### config.mk
export PLATFORM = sky130hd
export DESIGN_NAME = wake_arbiter
export DESIGN_NICKNAME = d
export VERILOG_FILES = /design/src/rtl/wk_pkg.sv /design/src/rtl/wk_debounce.sv /design/src/rtl/wk_qualify.sv /design/src/rtl/wake_arbiter.sv
export SDC_FILE = /design/constraint.sdc
export NUM_CORES = 1
export LEC_CHECK = 0
export ABC_AREA = 1
export BUFFER_PORTS_ARGS = -buffer_cell sky130_fd_sc_hd__buf_4
export CELL_PAD_IN_SITES_DETAIL_PLACEMENT = 2
export CELL_PAD_IN_SITES_GLOBAL_PLACEMENT = 2
export CORE_UTILIZATION = 31
export CTS_CLUSTER_SIZE = 28
export DETAILED_ROUTE_END_ITERATION = 7
export PLACE_DENSITY = 0.8
export SLEW_MARGIN = 25
export SYNTH_ARGS = -nofsm -noshare
export SYNTH_HDL_FRONTEND = slang
export SYNTH_SLANG_ARGS = --single-unit
export TNS_END_PERCENT = 100
### constraint.sdc
create_clock -name clk -period 2.15 [get_ports clk]
set_input_delay 0.5375 -clock clk [delete_from_list [all_inputs] [get_ports clk]]
set_output_delay 0.5375 -clock clk [all_outputs]
set_load 0.01 [all_outputs]
### src/rtl/wk_pkg.sv
// Shared types for the wake controller.
// Assumes: nothing beyond IEEE 1800-2017 packages.
package wk_pkg;
    typedef enum logic {
        TRIG_EDGE  = 1'b0,
        TRIG_LEVEL = 1'b1
    } trig_e;
endpackage

### src/rtl/wk_debounce.sv
// Per-line debounce filter. The filtered output takes the raw value only
// after the raw value has differed from it on LEN consecutive edges
// (a LEN of 0 behaves as 1).
// Assumes: raw is synchronous to clk.
module wk_debounce #(
    parameter int LEN_W = 4
) (
    input  logic             clk,
    input  logic             rst_n,
    input  logic             raw,
    input  logic [LEN_W-1:0] len,
    output logic             filt
);
    logic [LEN_W-1:0] run;
    logic [LEN_W-1:0] eff_len;
    logic [LEN_W:0]   run_inc;

    // Effective length and next run value
    always_comb begin
        eff_len = (len == '0) ? LEN_W'(1) : len;
        run_inc = {1'b0, run} + 1'b1;
    end

    // Count consecutive disagreeing samples; flip filt when enough
    always_ff @(posedge clk) begin
        if (!rst_n) begin
            run  <= '0;
            filt <= 1'b0;
        end else if (raw == filt) begin
            run <= '0;
        end else if (run_inc >= {1'b0, eff_len}) begin
            filt <= raw;
            run  <= '0;
        end else begin
            run <= run_inc[LEN_W-1:0];
        end
    end

    // the filter only ever moves toward the sampled raw value
    assert_filt_follows_raw_R2: assert property (@(posedge clk) disable iff (!rst_n)
        (filt != $past(filt)) |-> ($past(raw) == filt));
endmodule

### src/rtl/wk_qualify.sv
// Event pre-qualifier. It counts events for one source and fires on the
// THRESH-th event (a THRESH of 0 behaves as 1). The count then restarts.
// Assumes: en low means the source is off; the count is reset.
module wk_qualify #(
    parameter int CNT_W = 4
) (
    input  logic             clk,
    input  logic             rst_n,
    input  logic             en,
    input  logic             event_in,
    input  logic [CNT_W-1:0] thresh,
    output logic             fire
);
    logic [CNT_W-1:0] count;
    logic [CNT_W-1:0] eff_th;
    logic [CNT_W:0]   count_inc;

    // Decide whether this event reaches the threshold
    always_comb begin
        eff_th    = (thresh == '0) ? CNT_W'(1) : thresh;
        count_inc = {1'b0, count} + 1'b1;
        fire      = en && event_in && (count_inc >= {1'b0, eff_th});
    end

    // Advance or restart the event count
    always_ff @(posedge clk) begin
        if (!rst_n || !en) begin
            count <= '0;
        end else if (event_in) begin
            count <= fire ? '0 : count_inc[CNT_W-1:0];
        end
    end

    // after a qualifying event the count restarts from zero
    assert_restart_after_fire_R6: assert property (@(posedge clk) disable iff (!rst_n)
        $past(fire) |-> (count == '0));
endmodule

### src/rtl/wake_arbiter.sv
// Prioritised wake controller. Each source is debounced, turned into
// events (edge or level), pre-qualified by an event count, and then
// latched into a sticky cause vector. The wake request and the resume
// level are derived from the cause vector and the per-source class.
// Assumes: all inputs are synchronous to the always-on clock.
module wake_arbiter #(
    parameter int N_SRC = 8,
    parameter int DB_W  = 4,
    parameter int CNT_W = 4
) (
    input  logic                   clk,
    input  logic                   rst_n,
    input  logic [N_SRC-1:0]       wake_in,
    input  logic [N_SRC-1:0]       src_en,
    input  logic [N_SRC-1:0]       src_level,
    input  logic [N_SRC-1:0]       src_urgent,
    input  logic [N_SRC*DB_W-1:0]  db_len,
    input  logic [N_SRC*CNT_W-1:0] qual_thresh,
    input  logic [N_SRC-1:0]       cause_clr,
    output logic [N_SRC-1:0]       cause,
    output logic                   wake_req,
    output logic                   resume_full
);
    import wk_pkg::*;

    logic [N_SRC-1:0] filt;
    logic [N_SRC-1:0] filt_q;
    logic [N_SRC-1:0] evt;
    logic [N_SRC-1:0] fire;

    for (genvar i = 0; i < N_SRC; i++) begin : g_src
        wk_debounce #(.LEN_W(DB_W)) u_db (
            .clk  (clk),
            .rst_n(rst_n),
            .raw  (wake_in[i]),
            .len  (db_len[i*DB_W +: DB_W]),
            .filt (filt[i])
        );

        // Turn the filtered line into events according to its trigger mode
        always_comb begin
            if (trig_e'(src_level[i]) == TRIG_LEVEL) evt[i] = filt[i];
            else                                     evt[i] = filt[i] & ~filt_q[i];
        end

        wk_qualify #(.CNT_W(CNT_W)) u_q (
            .clk     (clk),
            .rst_n   (rst_n),
            .en      (src_en[i]),
            .event_in(evt[i]),
            .thresh  (qual_thresh[i*CNT_W +: CNT_W]),
            .fire    (fire[i])
        );
    end

    // Previous filtered value for edge detection
    always_ff @(posedge clk) begin
        if (!rst_n) filt_q <= '0;
        else        filt_q <= filt;
    end

    // Sticky cause vector; a new event wins over a clear
    always_ff @(posedge clk) begin
        if (!rst_n) cause <= '0;
        else        cause <= (cause & ~cause_clr) | fire;
    end

    // Wake request and resume level from the recorded causes
    always_comb begin
        wake_req    = |cause;
        resume_full = |(cause & src_urgent);
    end

    // a cause bit falls only when software cleared it
    assert_cause_sticky_R7: assert property (@(posedge clk) disable iff (!rst_n)
        (($past(cause) & ~cause & ~$past(cause_clr)) == '0));

    // a cause bit rises only for a source that was enabled
    assert_disabled_quiet_R5: assert property (@(posedge clk) disable iff (!rst_n)
        ((cause & ~$past(cause) & ~$past(src_en)) == '0));

    // a full-performance resume is never signalled without a wake
    assert_full_needs_wake_R9: assert property (@(posedge clk) disable iff (!rst_n)
        resume_full |-> wake_req);
endmodule

==> results of run 1 <==
-- where the power goes --
part / internal (mW) / total [mW] / leakage, nW / switching [mW]
clock: 1.08 / 1.75 / 0.159 / 0.674
combinational: 0.418 / 0.960 / 3.20 / 0.541
sequential: 1.72 / 1.83 / 0.713 / 0.105
total: 3.21 / 4.53 / 4.08 / 1.32
-- state kept, by name, indices dropped and copies added (netlist names) --
signal           flops
g_src.u_db.run      32
cause                8
g_src.u_q.count     32
filt_q               8
g_src.u_db.filt      8
-- what timing repair did --
item | 4_1_cts | 5_1_grt
hold buffers | 0 | 0
setup endpoints to repair | 0 | 7
hold endpoints to repair | 0 | 0
resized for setup | 0 | 4
setup buffers | 0 | 0
-- path summary, 6_finish.rpt --
path                                        endpoint                          startpoint  depth (start not counted)
setup reg to reg  g_src[4].u_q.count[0]$_SDFFE_PP0P_  g_src[4].u_q.count[1]$_SDFFE_PP0P_                         10
hold reg to reg   g_src[1].u_q.count[3]$_SDFFE_PP0P_  g_src[1].u_q.count[3]$_SDFFE_PP0P_                          2
setup / recovery  g_src[4].u_q.count[0]$_SDFFE_PP0P_  g_src[4].u_q.count[1]$_SDFFE_PP0P_                         10
hold / removal                   cause[5]$_SDFF_PN0_                        cause_clr[5]                          4
-- through the flow --
stage	power (mW)	hold slack, ps	util
detailed placement	2.84	459	0.384
floorplan	2.44	433	-
global placement	2.78	454	0.384
finish	4.53	443	0.402
CTS	4.62	430	0.401
global route	4.81	458	0.402
-- final cells by class --
type	instances	share of cell area
tap	260	0.0427
timing repair buffer	118	0.116
inverter	217	0.107
multi-input combinational	564	0.460
sequential	88	0.231
clock buffer	12	0.0337
clock inverter	3	0.00854
-- layer usage --
metal	track usage	part of all wire
met3	0.0306	0.037
met5	0	0
met1	0.212	0.45
met2	0.331	0.50
met4	0.0526	0.015
-- cells by family after synthesis --
kind of cell / after synthesis / share of synthesized area
buf+inv: 220 / 0.138
simple gates: 367 / 0.270
flops: 88 / 0.290
fa+ha+maj: 80 / 0.165
xor+xnor: 32 / 0.0461
compound gates: 85 / 0.0913
-- layout by cell type, fill, tap and decap left out, types with 3 or more instances in the layout --
cell type / Yosys / routed
buf_4: 1 / 118
o21ai_2: 3 / 3
ha_1: 80 / 79
a21oi_2: 5 / 5
nand2_1: 201 / 201
a31o_2: 16 / 16
a21oi_1: 48 / 48
clkbuf_16: 0 / 9
inv_2: 11 / 11
nand4_1: 21 / 21
xor2_2: 0 / 3
nand4_2: 3 / 3
dfxtp_1: 88 / 88
xnor2_1: 13 / 13
nand3_2: 8 / 8
inv_1: 205 / 205
xor2_1: 19 / 16
nand3_1: 68 / 68
o21ai_0: 5 / 5
nor2_1: 54 / 54
nand3b_1: 6 / 6
-- tightest hold or removal path: cells and delay by family --
| family | cells | cell delay (ps) |
|---|---|---|
| AO/OA/AOI/OAI | 1 | 60 |
| AND/OR/NAND/NOR | 1 | 50 |
| buffers and inverters | 2 | 110 |
==> results by group, run 1 <==
Critical path
  • Crit end category: register
  • Worst Path Buf+Inv: 0
  • Crit Path Class: reg -> reg
  • Worst reg2reg setup slack: 150 ps
  • Worst path max stage delay: 360 ps
  • Required @ worst endpoint: 2420 ps
  • Top delay family on crit path: adder cells
  • Most common cell on crit path: nand2_1
  • Worst-path maximum fanout: 5
  • CP cell instances: ha_2 -> xor2_2 -> ha_1 -> a21oi_1 -> nand2_1 -> nand2_1 -> nand2_1 -> nand2_1 -> nand3_1 -> a21oi_1
  • Slowest CP cell: dfxtp_1
  • Crit path arrival time: 2270 ps
  • Startpoint Class: register

Synthesis
  • YS warnings: 0
  • Synthesized instance count: 872
  • Seq cells post-synth: 88
  • Mapped Avg Cell Area: 6.98 um^2
  • Net Count, Synth: 1058
  • Most frequent cells after synthesis: inv_1 (205), nand2_1 (201), dfxtp_1 (88), ha_1 (80), nand3_1 (68)
  • Mapped Area: 6080 um^2
  • EDFF count, synth: 0
  • Ys flop type: dfxtp_1
  • Top-count cell post-synth: inv_1
  • Yosys top cell by area: dfxtp_1
  • Synth top area share: 0.290
  • Async SR Flop Fraction: 0
  • Post-synthesis cell type count: 30
  • Synth top area cells: dfxtp_1 (29%), ha_1 (16%), inv_1 (13%)
  • Register area share after synthesis: 0.290

Job
  • Max_cap viols: 0

Timing
  • Max Clock Skew: 9.47 ps
  • Slew HR: 0.707
  • Worst-Margin Slew: 440 ps
  • Fin. max-slew vios: 0
  • Min Tclk post-route: 2000 ps
  • Fmax: 499 MHz
  • Fin crit share: 0.933
  • Final WS setup: 145 ps
  • Post-route setup TNS: 0 ps
  • Final hold vios: 0
  • Final setup fails: 0

Clock network
  • Num CTS Buffers: 9
  • Root Driver: clkbuf_16
  • Clock latency on the worst-skew pair: 350 ps
  • Clock Tree Buf Depth: 2
  • Clock sink count: 88
  • H-tree depth reported by CTS: 3
  • TritonCTS clock tree: yes
  • CTS clock-pin slew for the worst setup and hold paths: 70 ps

Floorplanning
  • Die Y: 142 um
  • Overall die width: 142 um
  • Core region area: 19000 um^2
  • DIE AREA: 20200 um^2
  • Initial Utilization: 0.321
  • IO Count: 116
  • Site Rows: 50

Layout
  • Diode count: 0
  • FILL cells: 2302
  • # nets final: 1184
  • Storage cell area: 1760 um^2
  • Share of layout cells above drive strength 1: 0.189
  • Multi-input gate area: 3510 um^2
  • Area delta synth->final: 25.2%
  • Layout Cells excl Fill: 1262
  • Post-route cell area: 7620 um^2

Run status
  • Status: complete, no violations

Pwr
  • Leak: 4.08 nW
  • Largest vdd supply drop: 0.383 mV
  • PwrDens: 595 nW/um^2

Drt
  • ANT nets after route: 0
  • Via density per instance: 4.64
  • Via count: 5851
  • DRT iter0 DRCs: 102
  • WL/cell: 13.6 um
  • Post-Route WL: 17100 um
  • DR DRC count: 0
  • Drt first pass iters: 4

Global routing
  • Total track usage: 0.180
  • Vias in the first global route: 6344
  • Largest net degree at the start of global routing: 25
  • Antenna violations before repair: 0
  • First-pass GRT wire length: 29200 um
  • Grt total ovfl: 0

Placement
  • Placed insts: 1247
  • Placed cell areas: 7270 um^2
  • Final HPWL DP: 14400 um
  • Dpl ws: 135 ps
  • Gpl congestion: 0.754
  • PortBufs: 115

Hold path
  • HP Class: in -> reg
(Power assumes the default switching activity.)
==> run 2, diff against run 1 <==
--- a/config.mk
+++ b/config.mk
@@ -5,14 +5,14 @@
 export SDC_FILE = /design/constraint.sdc
 export NUM_CORES = 1
 export LEC_CHECK = 0
-export ABC_AREA = 1
+export ABC_AREA = 0
 export BUFFER_PORTS_ARGS = -buffer_cell sky130_fd_sc_hd__buf_4
 export CELL_PAD_IN_SITES_DETAIL_PLACEMENT = 2
 export CELL_PAD_IN_SITES_GLOBAL_PLACEMENT = 2
-export CORE_UTILIZATION = 31
+export CORE_UTILIZATION = 32
 export CTS_CLUSTER_SIZE = 28
 export DETAILED_ROUTE_END_ITERATION = 7
-export PLACE_DENSITY = 0.8
+export PLACE_DENSITY = 0.78
 export SLEW_MARGIN = 25
 export SYNTH_ARGS = -nofsm -noshare
 export SYNTH_HDL_FRONTEND = slang
==> run 2 against run 1 <==
  * Sequential power is 7% lower
  * First-iteration DRC count is 23% lower
  * Total power is 14% lower
  * Die area is 13% lower
  * Wire length is 7.8% lower
  * Synthesized cell count is 29% lower
  * Worst setup slack worse by 56 ps
  * Sequential share of layout area is 1.7 points higher
  * Highest routed layer unchanged
==> results by group, run 2 <==
Global routing
  • Antenna violations before repair: 0
  • First-pass GRT wire length: 26500 um
  • Vias in the first global route: 5584
  • Largest net degree at the start of global routing: 34
  • Grt total ovfl: 0
  • Total track usage: 0.187

Timing
  • Slew HR: 0.587
  • Fmax: 485 MHz
  • Final hold vios: 0
  • Worst-Margin Slew: 615 ps
  • Worst hold slack: 439 ps
  • Max Clock Skew: 12.3 ps
  • Fin crit share: 0.959
  • Final WS setup: 88.8 ps
  • Fin. max-slew vios: 0
  • Final setup fails: 0
  • Min Tclk post-route: 2060 ps
  • RSZ-0062 raised after global routing: true

Layout
  • Most common cell after layout, fill and taps aside: buf_4
  • # nets final: 952
  • Commonest non-fill, non-tap cells in the layout: buf_4 (141), inv_1 (84), dfxtp_1 (83), ha_1 (74), o21ai_0 (41)
  • Largest regs: g_src.u_db.run: 32 flops, g_src.u_q.count: 32 flops
  • Final Core Density: 0.427
  • Share of layout cells above drive strength 1: 0.267
  • Area delta synth->final: 30.2%
  • Diode count: 0

Clock network
  • TritonCTS clock tree: yes
  • CTS clock-pin slew for the worst setup and hold paths: 70 ps
  • H-tree depth reported by CTS: 3
  • Num CTS Buffers: 9
  • Clock Tree Buf Depth: 2
  • Clock latency on the worst-skew pair: 350 ps
  • Root Driver: clkbuf_16
  • Post-CTS Setup Bufs: 0
  • Clock sink count: 88

Synthesis
  • Ys flop type: dfxtp_1
  • Synth top area cells: dfxtp_1 (32%), ha_1 (18%), inv_1 (5.8%)
  • Yosys top cell by area: dfxtp_1
  • Top-count cell post-synth: dfxtp_1
  • Mapped Area: 5460 um^2
  • Net Count, Synth: 806
  • Synth top area share: 0.322
  • Async SR Flop Fraction: 0
  • Post-synthesis cell type count: 50
  • EDFF count, synth: 0
  • Register area share after synthesis: 0.322
  • Seq cells post-synth: 88
  • Mapped Avg Cell Area: 8.81 um^2
  • Synthesized instance count: 620
  • Most frequent cells after synthesis: dfxtp_1 (88), inv_1 (84), ha_1 (80), o21ai_0 (44), nand2_1 (37)
  • YS warnings: 0

Drt
  • Via count: 5015
  • Via density per instance: 5.07
  • WL/cell: 16.0 um
  • DR DRC count: 0
  • ANT nets after route: 0
  • Drt first pass iters: 4
  • DRT iter0 DRCs: 79
  • Post-Route WL: 15800 um

Placement
  • Final HPWL DP: 13200 um
  • Gpl congestion: 0.767
  • Dpl ws: -265 ps
  • PortBufs: 115

Pwr
  • Sw frac: 0.256
  • Largest vdd supply drop: 0.370 mV
  • Clock Power Share: 0.401
  • Net switching power: 0.994 mW
  • Flop pwr share: 0.441
  • Pint: 2.89 mW
  • Logic pwr share: 0.158
  • Leak: 3.46 nW
  • PwrDens: 545 nW/um^2

Hold path
  • HP Class: in -> reg

Run status
  • Status: complete, no violations

Critical path
  • Crit end category: register
  • Required @ worst endpoint: 2440 ps
  • Crit path arrival time: 2350 ps
  • Startpoint Class: register
  • Worst-path maximum fanout: 4
  • Crit Path Class: reg -> reg

Floorplanning
  • IO Count: 116
  • DIE AREA: 17600 um^2
  • Core region area: 16600 um^2
  • Initial Utilization: 0.328
  • Die Y: 133 um
  • Site Rows: 47
  • Overall die width: 133 um

Job
  • Max_cap viols: 0
## run 2: cell types whose count changed in the layout (fill, tap and decap cells not counted), sizes merged, moves of 24 or more
cell	previous run	this run
a21oi	55	13
buf	118	142
inv	217	85
nand2	203	37
nand3	76	27
nor2	56	24
nor2b	0	27
o21ai	8	48
## run 2: area by class of cell
class,instances,area [um^2]
Clock buffer,9,225
Clock inverter,5,57.6
Fill cell,1867,9530
Inverter,84,315
Multi-Input combinational cell,441,3390
Sequential cell,88,1770
Tap cell,220,275
Timing Repair Buffer,142,1080
## run 2: metal layers
| metal | track usage | up-vias | wire length, um | part of all wire |
|---|---|---|---|---|
| li1 | - | 2491 | - | - |
| met1 | 0.215 | 2415 | 6760 | 0.43 |
| met2 | 0.349 | 92 | 8340 | 0.53 |
| met3 | 0.0310 | 17 | 469 | 0.030 |
| met4 | 0.0626 | 0 | 221 | 0.014 |
| met5 | 0 | - | 0 | 0 |
## run 2: cells by family (layout without fill, tap and decap cells)
logic type               count (synthesis)  count (layout)  synth area share
multiplexers                             5               5            0.0103
buffers and inverters                   91             240            0.0646
AO/OA/AOI/OAI                          153             153             0.196
XOR/XNOR                                39              39            0.0625
flip-flops                              88              88             0.322
AND/OR/NAND/NOR                        164             164             0.161
adder cells (fa/ha/maj)                 80              80             0.183
## run 2: worst max-delay path, stage by stage (launching register included)
cell	delay, ps
dfxtp_2	370
ha_2	260
xor2_1	180
ha_1	260
o21ai_0	200
nand2b_1	150
a32oi_2	220
and2_1	200
mux2_2	160
## run 2: per-stage QoR
stage / power (mW) / area, um^2 / TNS (ps) / cells
after floorplan: 2.05 / 5460 / 0 / 620
after global placement: 2.31 / 6780 / -1550 / 975
after detailed placement: 2.37 / 6780 / -3860 / 975
after CTS: 3.94 / 7070 / 0 / 989
after global routing: 4.08 / 7110 / -22.1 / 989
final: 3.88 / 7110 / 0 / 989
## run 2: power by group through the flow
stage	Sequential [mW]	Combinational [mW]	Clock (mW)
finish	1.71	0.614	1.55
global route	1.72	0.695	1.67
CTS	1.71	0.628	1.60
detailed placement	1.75	0.618	0
global placement	1.74	0.567	0
floorplan	1.74	0.312	0
## run 2: final timing paths
check                                     startpoint                                  to  slack (ps)  cells past startpoint
hold / removal                            wake_in[6]     g_src[6].u_db.filt$_SDFFE_PN0P_         440                      3
setup reg to reg  g_src[0].u_q.count[0]$_SDFFE_PP0P_  g_src[0].u_q.count[0]$_SDFFE_PP0P_          90                      8
setup / recovery  g_src[0].u_q.count[0]$_SDFFE_PP0P_  g_src[0].u_q.count[0]$_SDFFE_PP0P_          90                      8
hold reg to reg      g_src[5].u_db.run[0]$_SDFF_PP0_     g_src[5].u_db.run[0]$_SDFF_PP0_         470                      1
## run 2: repair_timing
item,in CTS,in global routing
endpoints found under the setup margin,1,14
hold buffers,0,0
gates cloned,0,0
pin swaps,0,2
gates resized for setup,1,17
==> run 3, diff against run 2 <==
--- a/config.mk
+++ b/config.mk
@@ -10,6 +10,7 @@
 export CELL_PAD_IN_SITES_DETAIL_PLACEMENT = 2
 export CELL_PAD_IN_SITES_GLOBAL_PLACEMENT = 2
 export CORE_UTILIZATION = 32
+export CTS_BUF_LIST = sky130_fd_sc_hd__clkbuf_4 sky130_fd_sc_hd__clkbuf_8
 export CTS_CLUSTER_SIZE = 28
 export DETAILED_ROUTE_END_ITERATION = 7
 export PLACE_DENSITY = 0.78
==> run 3 against run 2 <==
  * Total power shrank 11%
  * Flip-flop and latch count stayed put
  * Combinational power about the same
  * Critical path depth stayed put
  * Clock power is 26% lower
  * Global-route usage decreased by 0.056 points
  * Non-clock buffer count stayed put
  * Clock-buffer cell count unchanged
  * Via count is essentially flat
  * Sequential share of layout area increased by 0.34 points
  * Clock skew up 4.3 ps
  * Worst setup slack improved by 36 ps
  * Critical endpoint unchanged
==> results by group, run 3 (synthesis results as in run 2) <==
Run status
  • Status: complete, no violations

Critical path
  • Worst reg2reg setup slack: 130 ps
  • Reg2reg start: g_src[0].u_q.count[1]$_SDFFE_PP0P_
  • Crit end category: register
  • Startpoint Class: register
  • Worst path max stage delay: 420 ps
  • Required @ worst endpoint: 2480 ps
  • Worst-path maximum fanout: 4
  • Worst-case reg-to-reg path depth: 8
  • Slowest CP cell: dfxtp_1
  • Crit path arrival time: 2350 ps
  • CP cell instances: ha_4 -> xor2_1 -> ha_1 -> o21ai_0 -> nand2b_1 -> a32oi_2 -> and2_1 -> mux2_2
  • Crit Path Class: reg -> reg
  • End of the worst register-to-register path: g_src[0].u_q.count[0]$_SDFFE_PP0P_

Job
  • Max_cap viols: 0

Layout
  • # nets final: 952
  • Most common cell after layout, fill and taps aside: buf_4
  • Largest regs: g_src.u_db.run: 32 flops, g_src.u_q.count: 32 flops
  • Share of layout cells above drive strength 1: 0.272
  • Post-route cell area: 7030 um^2
  • Area delta synth->final: 28.7%
  • Commonest non-fill, non-tap cells in the layout: buf_4 (141), inv_1 (84), dfxtp_1 (80), ha_1 (74), o21ai_0 (41)
  • FILL cells: 1887
  • Final Core Density: 0.422
  • Diode count: 0

Hold path
  • HP Class: in -> reg
  • Worst Min Path Start: wake_in[7]
  • Worst hold endpoint: g_src[7].u_db.filt$_SDFFE_PN0P_
  • Hold path depth: 3

Clock network
  • Post-CTS Setup Bufs: 0
  • Hold_buf cts: 0
  • Num CTS Buffers: 9
  • CTS clock-pin slew for the worst setup and hold paths: 100 ps
  • Clock sink count: 88
  • TritonCTS clock tree: yes
  • H-tree depth reported by CTS: 3
  • Clock Tree Buf Depth: 2
  • Root Driver: clkbuf_8
  • Clock latency on the worst-skew pair: 380 ps

Pwr
  • PwrDens: 493 nW/um^2
  • Largest vdd supply drop: 0.249 mV
  • Tot Pwr: 3.47 mW
  • Leak: 3.42 nW

Floorplanning
  • Core region area: 16600 um^2
  • IO Count: 116
  • Initial Utilization: 0.328
  • Overall die width: 133 um
  • Die Y: 133 um
  • DIE AREA: 17600 um^2
  • Site Rows: 47

Timing
  • Fin crit share: 0.942
  • Final hold vios: 0
  • Fmax: 494 MHz
  • Max Clock Skew: 16.7 ps
  • Worst hold slack: 405 ps
  • RSZ-0062 raised after global routing: false
  • Fin. max-slew vios: 0
  • Worst-Margin Slew: 621 ps
  • Min Tclk post-route: 2020 ps
  • Final setup fails: 0
  • Slew HR: 0.583
  • Post-route setup TNS: 0 ps

Global routing
  • Largest net degree at the start of global routing: 34
  • Antenna violations before repair: 0
  • Vias in the first global route: 5593
  • Total track usage: 0.186
  • First-pass GRT wire length: 26300 um
  • Grt total ovfl: 0

Drt
  • ANT nets after route: 0
  • Post-Route WL: 15700 um
  • Drt first pass iters: 4
  • Via count: 5016
  • DRT iter0 DRCs: 100
  • WL/cell: 15.9 um
  • DR DRC count: 0
  • Via density per instance: 5.07

Placement
  • Gpl congestion: 0.767
  • Final HPWL DP: 13200 um
  • PortBufs: 115
  • Placed cell areas: 6780 um^2
-- run 3: cell counts in the layout (fill, tap and decap cells not counted) --
Identical to the previous run, type by type.
-- run 3: what timing repair did --
action / 4_1_cts / 5_1_grt
gates resized for setup: 1 / 22
pin swaps: 0 / 2
setup endpoints to repair: 1 / 17
gates cloned: 0 / 0
-- run 3: how the worst max path moves through the flow --
stage / slack (ps) / depth (start not counted) / endpoint / startpoint
finish: 130 / 8 / g_src[0].u_q.count[0]$_SDFFE_PP0P_ / g_src[0].u_q.count[1]$_SDFFE_PP0P_
global placement: -140 / 9 / g_src[0].u_q.count[0]$_SDFFE_PP0P_ / qual_thresh[2]
global route: 2 / 8 / g_src[6].u_q.count[0]$_SDFFE_PP0P_ / g_src[6].u_q.count[0]$_SDFFE_PP0P_
CTS: 10 / 8 / g_src[0].u_q.count[0]$_SDFFE_PP0P_ / g_src[0].u_q.count[0]$_SDFFE_PP0P_
floorplan: 1 / 8 / g_src[3].u_q.count[3]$_SDFFE_PP0P_ / qual_thresh[14]
detailed placement: -270 / 9 / g_src[0].u_q.count[0]$_SDFFE_PP0P_ / qual_thresh[2]
-- run 3: layout make-up --
| class | count | area (um^2) | share of cell area |
|---|---|---|---|
| sequential | 88 | 1770 | 0.252 |
| timing repair buffer | 142 | 1080 | 0.153 |
| inverter | 84 | 315 | 0.0448 |
| multi-input combinational | 441 | 3410 | 0.485 |
| clock inverter | 5 | 57.6 | 0.00819 |
| tap | 220 | 275 | 0.0392 |
| clock buffer | 9 | 124 | 0.0176 |
-- run 3: power breakdown --
| part | leakage, nW | internal [mW] | switching, mW |
|---|---|---|---|
| registers | 0.716 | 1.67 | 0.0384 |
| clock network | 0.0953 | 0.527 | 0.622 |
| logic | 2.61 | 0.322 | 0.290 |
-- run 3: worst max-delay path, delay by kind of cell, from the launching register on --
family / cells / cell delay [ps]
flip-flops: 1 / 420
AND/OR/NAND/NOR: 2 / 350
adder cells (fa/ha/maj): 2 / 460
AO/OA/AOI/OAI: 2 / 430
multiplexers: 1 / 150
XOR/XNOR: 1 / 170
-- run 3: metrics by stage --
stage	setup WS, ps	instances
after floorplan	1.14	620
after global placement	-140	975
after detailed placement	-265	975
after CTS	14.2	989
after global routing	2.01	989
final	125	989
-- run 3: routing by layer --
layer,vias to the layer above,track usage,part of all wire
met2,88,0.346,0.52
li1,2492,-,-
met5,-,0,0
met1,2417,0.214,0.43
met4,0,0.0670,0.017
met3,19,0.0303,0.028
